`src/rtl/flash_guard_pkg.sv`:
```
// Package: shared bit positions and event type for the protection gate
// and status register. Bit positions are fixed because status reads
// are decoded by software at these positions.
package flash_guard_pkg;

    localparam int unsigned ST_W       = 8;
    localparam int unsigned ST_READY   = 7;
    localparam int unsigned ST_ESUSP   = 6;
    localparam int unsigned ST_EFAIL   = 5;
    localparam int unsigned ST_PFAIL   = 4;
    localparam int unsigned ST_VLOCK   = 3;
    localparam int unsigned ST_PSUSP   = 2;
    localparam int unsigned ST_LOCKERR = 1;

    localparam int unsigned ERR_N = 4;

    // Error-setting events produced by the operation tracker
    typedef struct packed {
        logic efail;   // erase completed with failure
        logic pfail;   // program completed with failure
        logic vlock;   // request refused by supply lockout
        logic lock;    // request refused by write-protect pin
    } err_evt_t;

endpackage

```
`src/rtl/fg_protect_eval.sv`:
```
// Module: fg_protect_eval
// Decides, combinationally, whether a block is protected. The lowest
// NUM_LOCK block numbers are lockable and protected while the
// write-protect level is low. A supply lockout protects every block.
// Assumes NUM_LOCK <= 2**BLK_W.
module fg_protect_eval #(
    parameter int unsigned BLK_W    = 6,
    parameter int unsigned NUM_LOCK = 2
) (
    input  logic [BLK_W-1:0] blk_i,
    input  logic             wp_level_i,
    input  logic             vlock_i,
    output logic             pin_lock_o,
    output logic             prot_o
);

    logic [NUM_LOCK-1:0] hit;

    // One comparator per lockable block number
    for (genvar gi = 0; gi < NUM_LOCK; gi++) begin : g_lockable
        assign hit[gi] = (blk_i == BLK_W'(gi));
    end

    // Combine pin-based and supply-based protection
    always_comb begin
        pin_lock_o = (|hit) && !wp_level_i;
        prot_o     = pin_lock_o || vlock_i;
    end

endmodule

```
`src/rtl/fg_op_tracker.sv`:
```
// Module: fg_op_tracker
// Accepts requests while idle, issues start or abort pulses, tracks the
// busy state and the type of the running operation, mirrors suspend
// flags, and emits error events. Assumes done_i arrives only for an
// operation it started; a done while idle is ignored.
module fg_op_tracker
    import flash_guard_pkg::*;
(
    input  logic     clk,
    input  logic     rst_n,
    input  logic     req_i,
    input  logic     req_erase_i,
    input  logic     prot_i,
    input  logic     pin_lock_i,
    input  logic     vlock_i,
    input  logic     done_i,
    input  logic     fail_i,
    input  logic     psusp_i,
    input  logic     esusp_i,
    output logic     start_o,
    output logic     abort_o,
    output logic     busy_o,
    output logic     psusp_o,
    output logic     esusp_o,
    output err_evt_t evt_o
);

    logic busy_q, erase_q, start_q, abort_q, psusp_q, esusp_q;
    logic accept, grant_d, deny_d, done_ev, busy_d, erase_d;

    // Next-state decisions for one request and one completion
    always_comb begin
        accept  = req_i && !busy_q;
        grant_d = accept && !prot_i;
        deny_d  = accept && prot_i;
        done_ev = done_i && busy_q;
        busy_d  = busy_q;
        if (done_ev)      busy_d = 1'b0;
        else if (grant_d) busy_d = 1'b1;
        erase_d = grant_d ? req_erase_i : erase_q;
        evt_o.lock  = deny_d && pin_lock_i;
        evt_o.vlock = deny_d && vlock_i;
        evt_o.pfail = done_ev && fail_i && !erase_q;
        evt_o.efail = done_ev && fail_i && erase_q;
    end

    // Operation state and pulse registers
    always_ff @(posedge clk) begin
        if (!rst_n) begin
            busy_q  <= 1'b0;
            erase_q <= 1'b0;
            start_q <= 1'b0;
            abort_q <= 1'b0;
            psusp_q <= 1'b0;
            esusp_q <= 1'b0;
        end else begin
            busy_q  <= busy_d;
            erase_q <= erase_d;
            start_q <= grant_d;
            abort_q <= deny_d;
            psusp_q <= busy_d && !erase_d && psusp_i;
            esusp_q <= busy_d && erase_d && esusp_i;
        end
    end

    assign start_o = start_q;
    assign abort_o = abort_q;
    assign busy_o  = busy_q;
    assign psusp_o = psusp_q;
    assign esusp_o = esusp_q;

    // permit and abort are mutually exclusive
    p_excl_start_abort_r3: assert property (@(posedge clk) disable iff (!rst_n)
        !(start_q && abort_q));

    // nothing is accepted while busy
    p_busy_ignores_r9: assert property (@(posedge clk) disable iff (!rst_n)
        busy_q |=> !start_q && !abort_q);

    // a start coincides with entry into busy
    p_start_busy_r2: assert property (@(posedge clk) disable iff (!rst_n)
        start_q |-> busy_q);

    // suspend flags only while busy
    p_susp_busy_r10: assert property (@(posedge clk) disable iff (!rst_n)
        (psusp_q || esusp_q) |-> busy_q);

endmodule

```
`src/rtl/fg_status_reg.sv`:
```
// Module: fg_status_reg
// Holds the sticky error bits. An event sets its bit; a clear pulse
// resets all error bits; a set in the same cycle as a clear wins.
// Assumes events are single-cycle pulses from the tracker.
module fg_status_reg
    import flash_guard_pkg::*;
(
    input  logic                 clk,
    input  logic                 rst_n,
    input  err_evt_t             evt_i,
    input  logic                 clr_i,
    output logic [ERR_N-1:0]     err_o
);

    logic [ERR_N-1:0] err_q;
    logic [ERR_N-1:0] set_v;

    assign set_v = evt_i;

    // Sticky bit update, set has priority over clear
    for (genvar gb = 0; gb < ERR_N; gb++) begin : g_err
        always_ff @(posedge clk) begin
            if (!rst_n)          err_q[gb] <= 1'b0;
            else if (set_v[gb])  err_q[gb] <= 1'b1;
            else if (clr_i)      err_q[gb] <= 1'b0;
        end

        // an error bit holds unless a clear arrives
        p_sticky_hold_r7: assert property (@(posedge clk) disable iff (!rst_n)
            (err_q[gb] && !clr_i) |=> err_q[gb]);

        // a clear with no competing event empties the bit
        p_clear_r8: assert property (@(posedge clk) disable iff (!rst_n)
            (clr_i && !set_v[gb]) |=> !err_q[gb]);
    end

    assign err_o = err_q;

endmodule

```
`src/rtl/flash_guard_status.sv`:
```
// Module: flash_guard_status (top)
// Protection gate in front of the program/erase engine plus the device
// status register. Assumes the command decoder delivers single-cycle
// request, done and clear pulses.
module flash_guard_status
    import flash_guard_pkg::*;
#(
    parameter int unsigned BLK_W    = 6,
    parameter int unsigned NUM_LOCK = 2
) (
    input  logic             clk,
    input  logic             rst_n,
    input  logic             req_i,
    input  logic             req_erase_i,
    input  logic [BLK_W-1:0] req_blk_i,
    input  logic             wp_level_i,
    input  logic             vlock_i,
    input  logic             done_i,
    input  logic             fail_i,
    input  logic             psusp_i,
    input  logic             esusp_i,
    input  logic             clr_i,
    output logic             start_o,
    output logic             abort_o,
    output logic [7:0]       status_o
);

    logic             prot, pin_lock, busy, psusp, esusp;
    err_evt_t         evt;
    logic [ERR_N-1:0] err;
    err_evt_t         err_s;

    fg_protect_eval #(.BLK_W(BLK_W), .NUM_LOCK(NUM_LOCK)) u_prot (
        .blk_i      (req_blk_i),
        .wp_level_i (wp_level_i),
        .vlock_i    (vlock_i),
        .pin_lock_o (pin_lock),
        .prot_o     (prot)
    );

    fg_op_tracker u_trk (
        .clk         (clk),
        .rst_n       (rst_n),
        .req_i       (req_i),
        .req_erase_i (req_erase_i),
        .prot_i      (prot),
        .pin_lock_i  (pin_lock),
        .vlock_i     (vlock_i),
        .done_i      (done_i),
        .fail_i      (fail_i),
        .psusp_i     (psusp_i),
        .esusp_i     (esusp_i),
        .start_o     (start_o),
        .abort_o     (abort_o),
        .busy_o      (busy),
        .psusp_o     (psusp),
        .esusp_o     (esusp),
        .evt_o       (evt)
    );

    fg_status_reg u_st (
        .clk   (clk),
        .rst_n (rst_n),
        .evt_i (evt),
        .clr_i (clr_i),
        .err_o (err)
    );

    // Assemble the status word at its decoded bit positions
    always_comb begin
        err_s                = err;
        status_o             = '0;
        status_o[ST_READY]   = !busy;
        status_o[ST_ESUSP]   = esusp;
        status_o[ST_EFAIL]   = err_s.efail;
        status_o[ST_PFAIL]   = err_s.pfail;
        status_o[ST_VLOCK]   = err_s.vlock;
        status_o[ST_PSUSP]   = psusp;
        status_o[ST_LOCKERR] = err_s.lock;
    end

    // an abort is always reported in the status in the same cycle
    p_abort_reports_r3: assert property (@(posedge clk) disable iff (!rst_n)
        abort_o |-> (status_o[ST_LOCKERR] || status_o[ST_VLOCK]));

    // a request under supply lockout never starts the engine
    p_vlock_no_start_r5: assert property (@(posedge clk) disable iff (!rst_n)
        (req_i && vlock_i) |=> !start_o);

    // while a start pulses, the status shows busy
    p_start_busy_status_r2: assert property (@(posedge clk) disable iff (!rst_n)
        start_o |-> !status_o[ST_READY]);

    // bit 0 reads zero
    p_bit0_zero_r10: assert property (@(posedge clk) disable iff (!rst_n)
        !status_o[0]);

endmodule

```
`config.mk`:
```
export PLATFORM = sky130hd
export DESIGN_NAME = flash_guard_status
export DESIGN_NICKNAME = d
export VERILOG_FILES = /design/src/rtl/flash_guard_pkg.sv /design/src/rtl/fg_protect_eval.sv /design/src/rtl/fg_op_tracker.sv /design/src/rtl/fg_status_reg.sv /design/src/rtl/flash_guard_status.sv
export SDC_FILE = /design/constraint.sdc
export NUM_CORES = 1
export LEC_CHECK = 0
export ABC_AREA = 0
export BUFFER_PORTS_ARGS = -buffer_cell sky130_fd_sc_hd__clkbuf_2
export CORE_AREA = 4 4 41 43
export CTS_CLUSTER_DIAMETER = 60
export DETAILED_ROUTE_END_ITERATION = 6
export DIE_AREA = 0 0 45 47
export GPL_TIMING_DRIVEN = 0
export PLACE_DENSITY = 0.69
export SETUP_SLACK_MARGIN = 0.2
export SLEW_MARGIN = 0
export SYNTH_ARGS = -nofsm -noshare
export SYNTH_HDL_FRONTEND = slang
export SYNTH_SLANG_ARGS = --single-unit
```
`constraint.sdc`:
```
create_clock -name clk -period 1.2 [get_ports clk]
set_clock_uncertainty 0.05 [all_clocks]
set_input_delay 0.18 -clock clk [delete_from_list [all_inputs] [get_ports clk]]
set_output_delay 0.18 -clock clk [all_outputs]
set_load 0.02 [all_outputs]
```
==> metrics.md, run 1 <==
| Metric | Value |
|---|---|
| Die Y | `47 um` |
| Largest delay share family, worst path | `simple AND/OR/NAND/NOR gates` |
| Gpl congestion | `0.6908` |
| Pre-antenna DRT Iters | `4` |
| Levels on crit path | `3` |
| First-pass GRT wire length | `1738 um` |
| Busiest metal layer after global routing | `met2` |
| Synth Area per Inst | `9.504 um^2` |
| Initial Utilization | `0.3433` |
| Main combinational cell family by area after synthesis | `simple AND/OR/NAND/NOR gates` |
| CP Capture Type | `flop` |
| Comb pwr share | `0.146` |
| Max cap viols | `0` |
| Drt total wl | `1072 um` |
| Tcrit/Tclk final | `0.9091` |
| P_int | `581.8 uW` |
| Setup tns final | `0 ps` |
| Layout net count | `93` |
| Crit-path cells | `or3b_1, a21oi_2, o21a_1` |
| Routed WL per cell | `11.91 um` |
| XOR/XNOR Fraction of Synth Area | `0` |
| Adder-cell area share of the yosys netlist | `0` |
| Slew Limit Fails | `0` |
| DR vias | `420` |
| CTS Root Cell | `clkbuf_4` |
| Total grt overflow | `0` |
| Design Area, Final | `690.7 um^2` |
| TritonCTS clock tree | `built` |
| Register area share after synthesis | `0.4482` |
| DP Area | `586.8 um^2` |
| P_sw | `186.3 uW` |
| Power share of the sequential group | `0.458` |
| RSZ-0062 raised after global routing | `yes` |
| Num rows | `13` |
| Switching part of the total | `0.2425` |
| Clock share of power | `0.397` |
| Pre-CTS WS | `110.6 ps` |
| Hold path depth | `3` |
| Maximum VDD drop | `733.2 uV` |
| Setup WS post-layout | `109.1 ps` |
| Clk sinks | `10` |
| Mux share of post-synthesis cell area | `0` |
| DIE WIDTH | `45 um` |
| Clock tree buffer depth | `2` |
| Post-route ant nets | `0` |
| Clock period minus worst slack | `1091 ps` |
| Met1 Use GR | `0.1491` |
| Vias in the first global route | `424` |
| Met2 Use GR | `0.1667` |
| Final setup viols | `0` |
| Largest net degree at the start of global routing | `10` |
| Highest clock rate | `916.7 MHz` |
| Number of diodes | `0` |
| Largest stage delay on the critical path | `360 ps` |
| Status | `finished clean` |
| Worst path bufs/invs | `0` |
| Share of layout cells above drive strength 1 | `0.5467` |
| Max stage delay cell, worst path | `or3b_1` |
| Clock Latency Late Sink | `260 ps` |
| Final hold vios | `0` |
| Critical path required time | `1360 ps` |
| Initial antenna violation count | `0` |
| Synthesized Nets | `64` |
| Synthesized area | `446.7 um^2` |
| Synth cell types | `26` |
| Area Growth Syn to Fin | `54.62%` |
| Detailed Place HPWL | `807.2 um` |
| GRT Total Usage | `0.1173` |
| Die area | `0.002115 mm^2` |
| Commonest cells after routing, fill and taps aside | `clkbuf_2 (17), dfxtp_2 (6), nand2_1 (4), buf_8 (4), dfxtp_1 (4)` |
| PortBufs | `24` |
| Cells after Synth | `47` |
| PD cells | `1112 mW/mm^2` |
| Worst Hold Class | `primary input to flop` |
| Post-DR vias/cell | `4.667` |
| Critical path startpoint category | `flop` |
| Clk pin slew, worst setup/hold paths | `70 ps` |
| Post-synthesis compound-gate area fraction | `0.1765` |
| Core Box Area | `0.001301 mm^2` |
| DRC viols | `0` |
| Top Ports | `27` |
| Leak Pwr | `0.0003192 uW` |
| R2R depth | `3` |
| Hold_buf cts | `0` |
| Most common cell after layout, fill and taps aside | `clkbuf_2` |
| Met3 Usage GRT | `0.03448` |
| Initial drt markers | `12` |
| Crit-path max FO | `6` |
| Synth warnings | `0` |
| Synth Area in Simple Gates | `0.2913` |
| Max H-tree Level | `1` |
| Crit path arrival time | `1250 ps` |
| Seq cells post-synth | `10` |
| CTS Buf Count | `3` |
| Critical path type | `flop to flop` |
final timing paths:
check,from,to,slack [ps]
worst max-delay path,u_trk.busy_o,u_trk.busy_o,110
worst min-delay path,req_erase_i,u_trk.esusp_o,110
worst max register to register,u_trk.busy_o,u_trk.busy_o,110
worst min register to register,u_st.err_o[3],u_st.err_o[3],420
what timing repair did:
item / in CTS / in global routing
setup endpoints to repair: 10 / 10
hold endpoints to repair: 0 / 0
resized for setup: 14 / 9
setup buffers: 0 / 0
per-layer routing:
metal	up-vias	wire length [um]
met5	-	0
met3	2	81
li1	218	-
met2	23	468
met4	0	21
met1	177	501
flip-flops by register name, summed over array words and instances (netlist names):
signal	count
u_trk.psusp_o	1
u_trk.start_o	1
u_trk.abort_o	1
u_trk.esusp_o	1
u_trk.busy_o	1
u_trk.erase_q	1
u_st.err_o	4
power by group through the flow:
stage / Clock [uW] / Sequential [uW] / Combinational (uW)
floorplan: 0 / 363 / 46.1
global placement: 0 / 358 / 100
CTS: 314 / 350 / 110
finish: 305 / 352 / 112
global route: 338 / 353 / 121
detailed placement: 0 / 358 / 102
final cells by class:
type                    count  area, um^2
well taps                  15       18.77
clock buffers               4       36.28
fillers                   138       610.6
multi-input cells          31       212.7
repair buffers             24       177.7
flip-flops and latches     10       207.7
inverters                   3       11.26
plain buffers               3       26.28
synth_stat cells:
cell type,n,share of area
a21boi_0,1,0.017
a21o_2,1,0.020
a21oi_2,1,0.020
a22oi_1,1,0.017
a32oi_1,1,0.020
and2_1,1,0.014
and2b_1,1,0.017
and3b_1,1,0.020
buf_4,3,0.050
conb_1,1,0.0084
dfxtp_1,10,0.45
inv_1,3,0.025
nand2_1,4,0.034
nand3_1,2,0.022
nand3b_1,1,0.017
nand4_1,2,0.028
nor2_1,3,0.025
nor2b_1,2,0.028
nor2b_2,1,0.020
nor4_4,1,0.048
o21a_1,1,0.017
o21ai_1,1,0.011
o2bb2ai_1,1,0.020
o31ai_1,1,0.017
o32ai_1,1,0.020
or3b_1,1,0.020
worst min-delay path: stages:
cell	delay, ps
clkbuf_2	90
nand4_1	60
o21ai_1	50
kinds of logic (layout without fill, tap and decap cells):
family,after synthesis,in the layout
buf+inv,6,34
simple gates,20,20
compound gates,10,10
other cells,1,1
flops,10,10
stage by stage:
| stage | power (uW) | hold WS [ps] | util | instances |
|---|---|---|---|---|
| floorplan | 409.5 | 247.4 | - | 47 |
| global placement | 457.6 | 383.8 | 0.4510 | 86 |
| detailed placement | 459.9 | 391.2 | 0.4510 | 86 |
| CTS | 773.6 | 104.9 | 0.5212 | 90 |
| global route | 812.2 | 107.0 | 0.5308 | 90 |
| finish | 768.1 | 105.4 | 0.5308 | 90 |
Note: power is estimated with default switching activity, not from simulation.
==> run 2: changes to the inputs <==
Settings changed: CTS_CLUSTER_DIAMETER 60 to unset, PLACE_DENSITY 0.69 to 0.76, SETUP_SLACK_MARGIN 0.2 to 0.4.
==> metrics.md, run 2 (synthesized netlist as in run 1, its figures left out) <==
| Metric | Value |
|---|---|
| Hold path depth | `3 (unchanged)` |
| Max cap viols | `0 (unchanged)` |
| Drt total wl | `1077 um (+0.47%)` |
| Pre-antenna DRT Iters | `4 (unchanged)` |
| Hold slack | `121.1 ps (+15.69 ps)` |
| Initial drt markers | `6 (-6)` |
| Most common cell after layout, fill and taps aside | `clkbuf_2` |
| Final setup viols | `0 (unchanged)` |
| GRT Total Usage | `0.1182 (+0.0008860)` |
| Inst Count DP | `86 (unchanged)` |
| Post-route ant nets | `0 (unchanged)` |
| Number of diodes | `0 (unchanged)` |
| Finished Layout Cells | `90 (unchanged)` |
| Vias in the first global route | `431 (+1.7%)` |
| Number of flip-flops in the largest register | `4 (unchanged)` |
| Critical path required time | `1350 ps (about the same)` |
| Die area | `0.002115 mm^2 (unchanged)` |
| DR vias | `448 (+6.7%)` |
| Setup tns final | `0 ps (unchanged)` |
| Worst Hold Class | `primary input to flop` |
| CTS Root Cell | `clkbuf_4` |
| Highest clock rate | `909.3 MHz (-0.80%)` |
| Hold_buf cts | `0 (unchanged)` |
| Num rows | `13 (unchanged)` |
| CP Capture Type | `flop` |
| Leak Pwr | `0.0003294 uW (+3.2%)` |
| PortBufs | `24 (unchanged)` |
| Tcrit/Tclk final | `0.9164 (+0.007373)` |
| Crit-path max FO | `6 (unchanged)` |
| Routed WL per cell | `11.97 um (+0.47%)` |
| Slew Limit Fails | `0 (unchanged)` |
| Final hold vios | `0 (unchanged)` |
| Largest net degree at the start of global routing | `10 (unchanged)` |
| Initial Utilization | `0.3433 (unchanged)` |
| Clock Latency Late Sink | `260 ps (about the same)` |
| Top Ports | `27 (unchanged)` |
| Share of layout cells above drive strength 1 | `0.5733 (+0.02667)` |
| Die Y | `47 um (unchanged)` |
| Critical path startpoint category | `flop` |
| RSZ-0062 raised after global routing | `yes` |
| Gpl congestion | `0.7107 (+2.9%)` |
| Clk sinks | `10 (unchanged)` |
| Max H-tree Level | `1 (unchanged)` |
| Clk pin slew, worst setup/hold paths | `70 ps (about the same)` |
| TritonCTS clock tree | `built` |
| Total grt overflow | `0 (unchanged)` |
| First-pass GRT wire length | `1787 um (+2.8%)` |
| Status | `finished clean` |
| Post-DR vias/cell | `4.978 (+6.7%)` |
| Setup bufs post-CTS | `0 (unchanged)` |
| Maximum VDD drop | `638.6 uV (-13%)` |
| DIE WIDTH | `45 um (unchanged)` |
| Clock period minus worst slack | `1100 ps (+8.848 ps)` |
| Layout net count | `93 (unchanged)` |
| R2R depth | `3 (unchanged)` |
| PD cells | `1062 mW/mm^2 (-4.5%)` |
| Area Growth Syn to Fin | `64.15%` |
| CTS Buf Count | `3 (unchanged)` |
| Tot Pwr | `778.4 uW (+1.3%)` |
| DRC viols | `0 (unchanged)` |
| Crit path arrival time | `1250 ps (about the same)` |
| Clock tree buffer depth | `2 (unchanged)` |
| CTS resizes | `22 (+8)` |
| Initial antenna violation count | `0 (unchanged)` |
| Detailed Place HPWL | `838.8 um (+3.9%)` |
| Core Box Area | `0.001301 mm^2 (unchanged)` |
| Critical path type | `flop to flop` |
| Commonest cells after routing, fill and taps aside | `clkbuf_2 (15), buf_8 (8), dfxtp_2 (6), nand2_1 (4)` |
run 2: critical path, cell delays in order (launching register included):
cell     delay, ps
dfxtp_4        360
or3b_4         380
a21oi_4        120
o21a_1         120
run 2: power breakdown:
group	switching, uW	leakage, uW	internal [uW]
combinational	59.4	0.000224	64.6
clock	118	0.0000210	184
sequential	9.83	0.0000848	343
total	187	0.000329	591
run 2: path summary, 6_finish.rpt:
check                startpoint            end  slack (ps)
hold reg to reg   u_st.err_o[3]  u_st.err_o[3]         440
setup reg to reg   u_trk.busy_o   u_trk.busy_o         100
setup / recovery   u_trk.busy_o   u_trk.busy_o         100
hold / removal          esusp_i  u_trk.esusp_o         120
run 2: routing by layer:
| metal | global-route usage | part of all wire |
|---|---|---|
| met5 | 0 | 0 |
| met4 | 0.03509 | 0 |
| met3 | 0.06130 | 0.097 |
| met2 | 0.2006 | 0.51 |
| met1 | 0.1287 | 0.40 |
run 2: per-stage QoR:
stage | cell area [um^2] | setup slack, ps | util
after floorplan | 447.9 | 164.7 | -
final | 733.2 | 100.3 | 0.5635
after CTS | 700.7 | 99.25 | 0.5385
after global placement | 586.8 | 114.7 | 0.4510
after global routing | 733.2 | 44.71 | 0.5635
after detailed placement | 586.8 | 103.3 | 0.4510
run 2: layout make-up:
cell class                 instances  area [um^2]
tap                               15        18.77
buffer                             3        26.28
timing repair buffer              24        206.4
sequential                        10        211.5
fill                             123        568.0
clock buffer                       4        36.28
multi-input combinational         31        222.7
inverter                           3        11.26
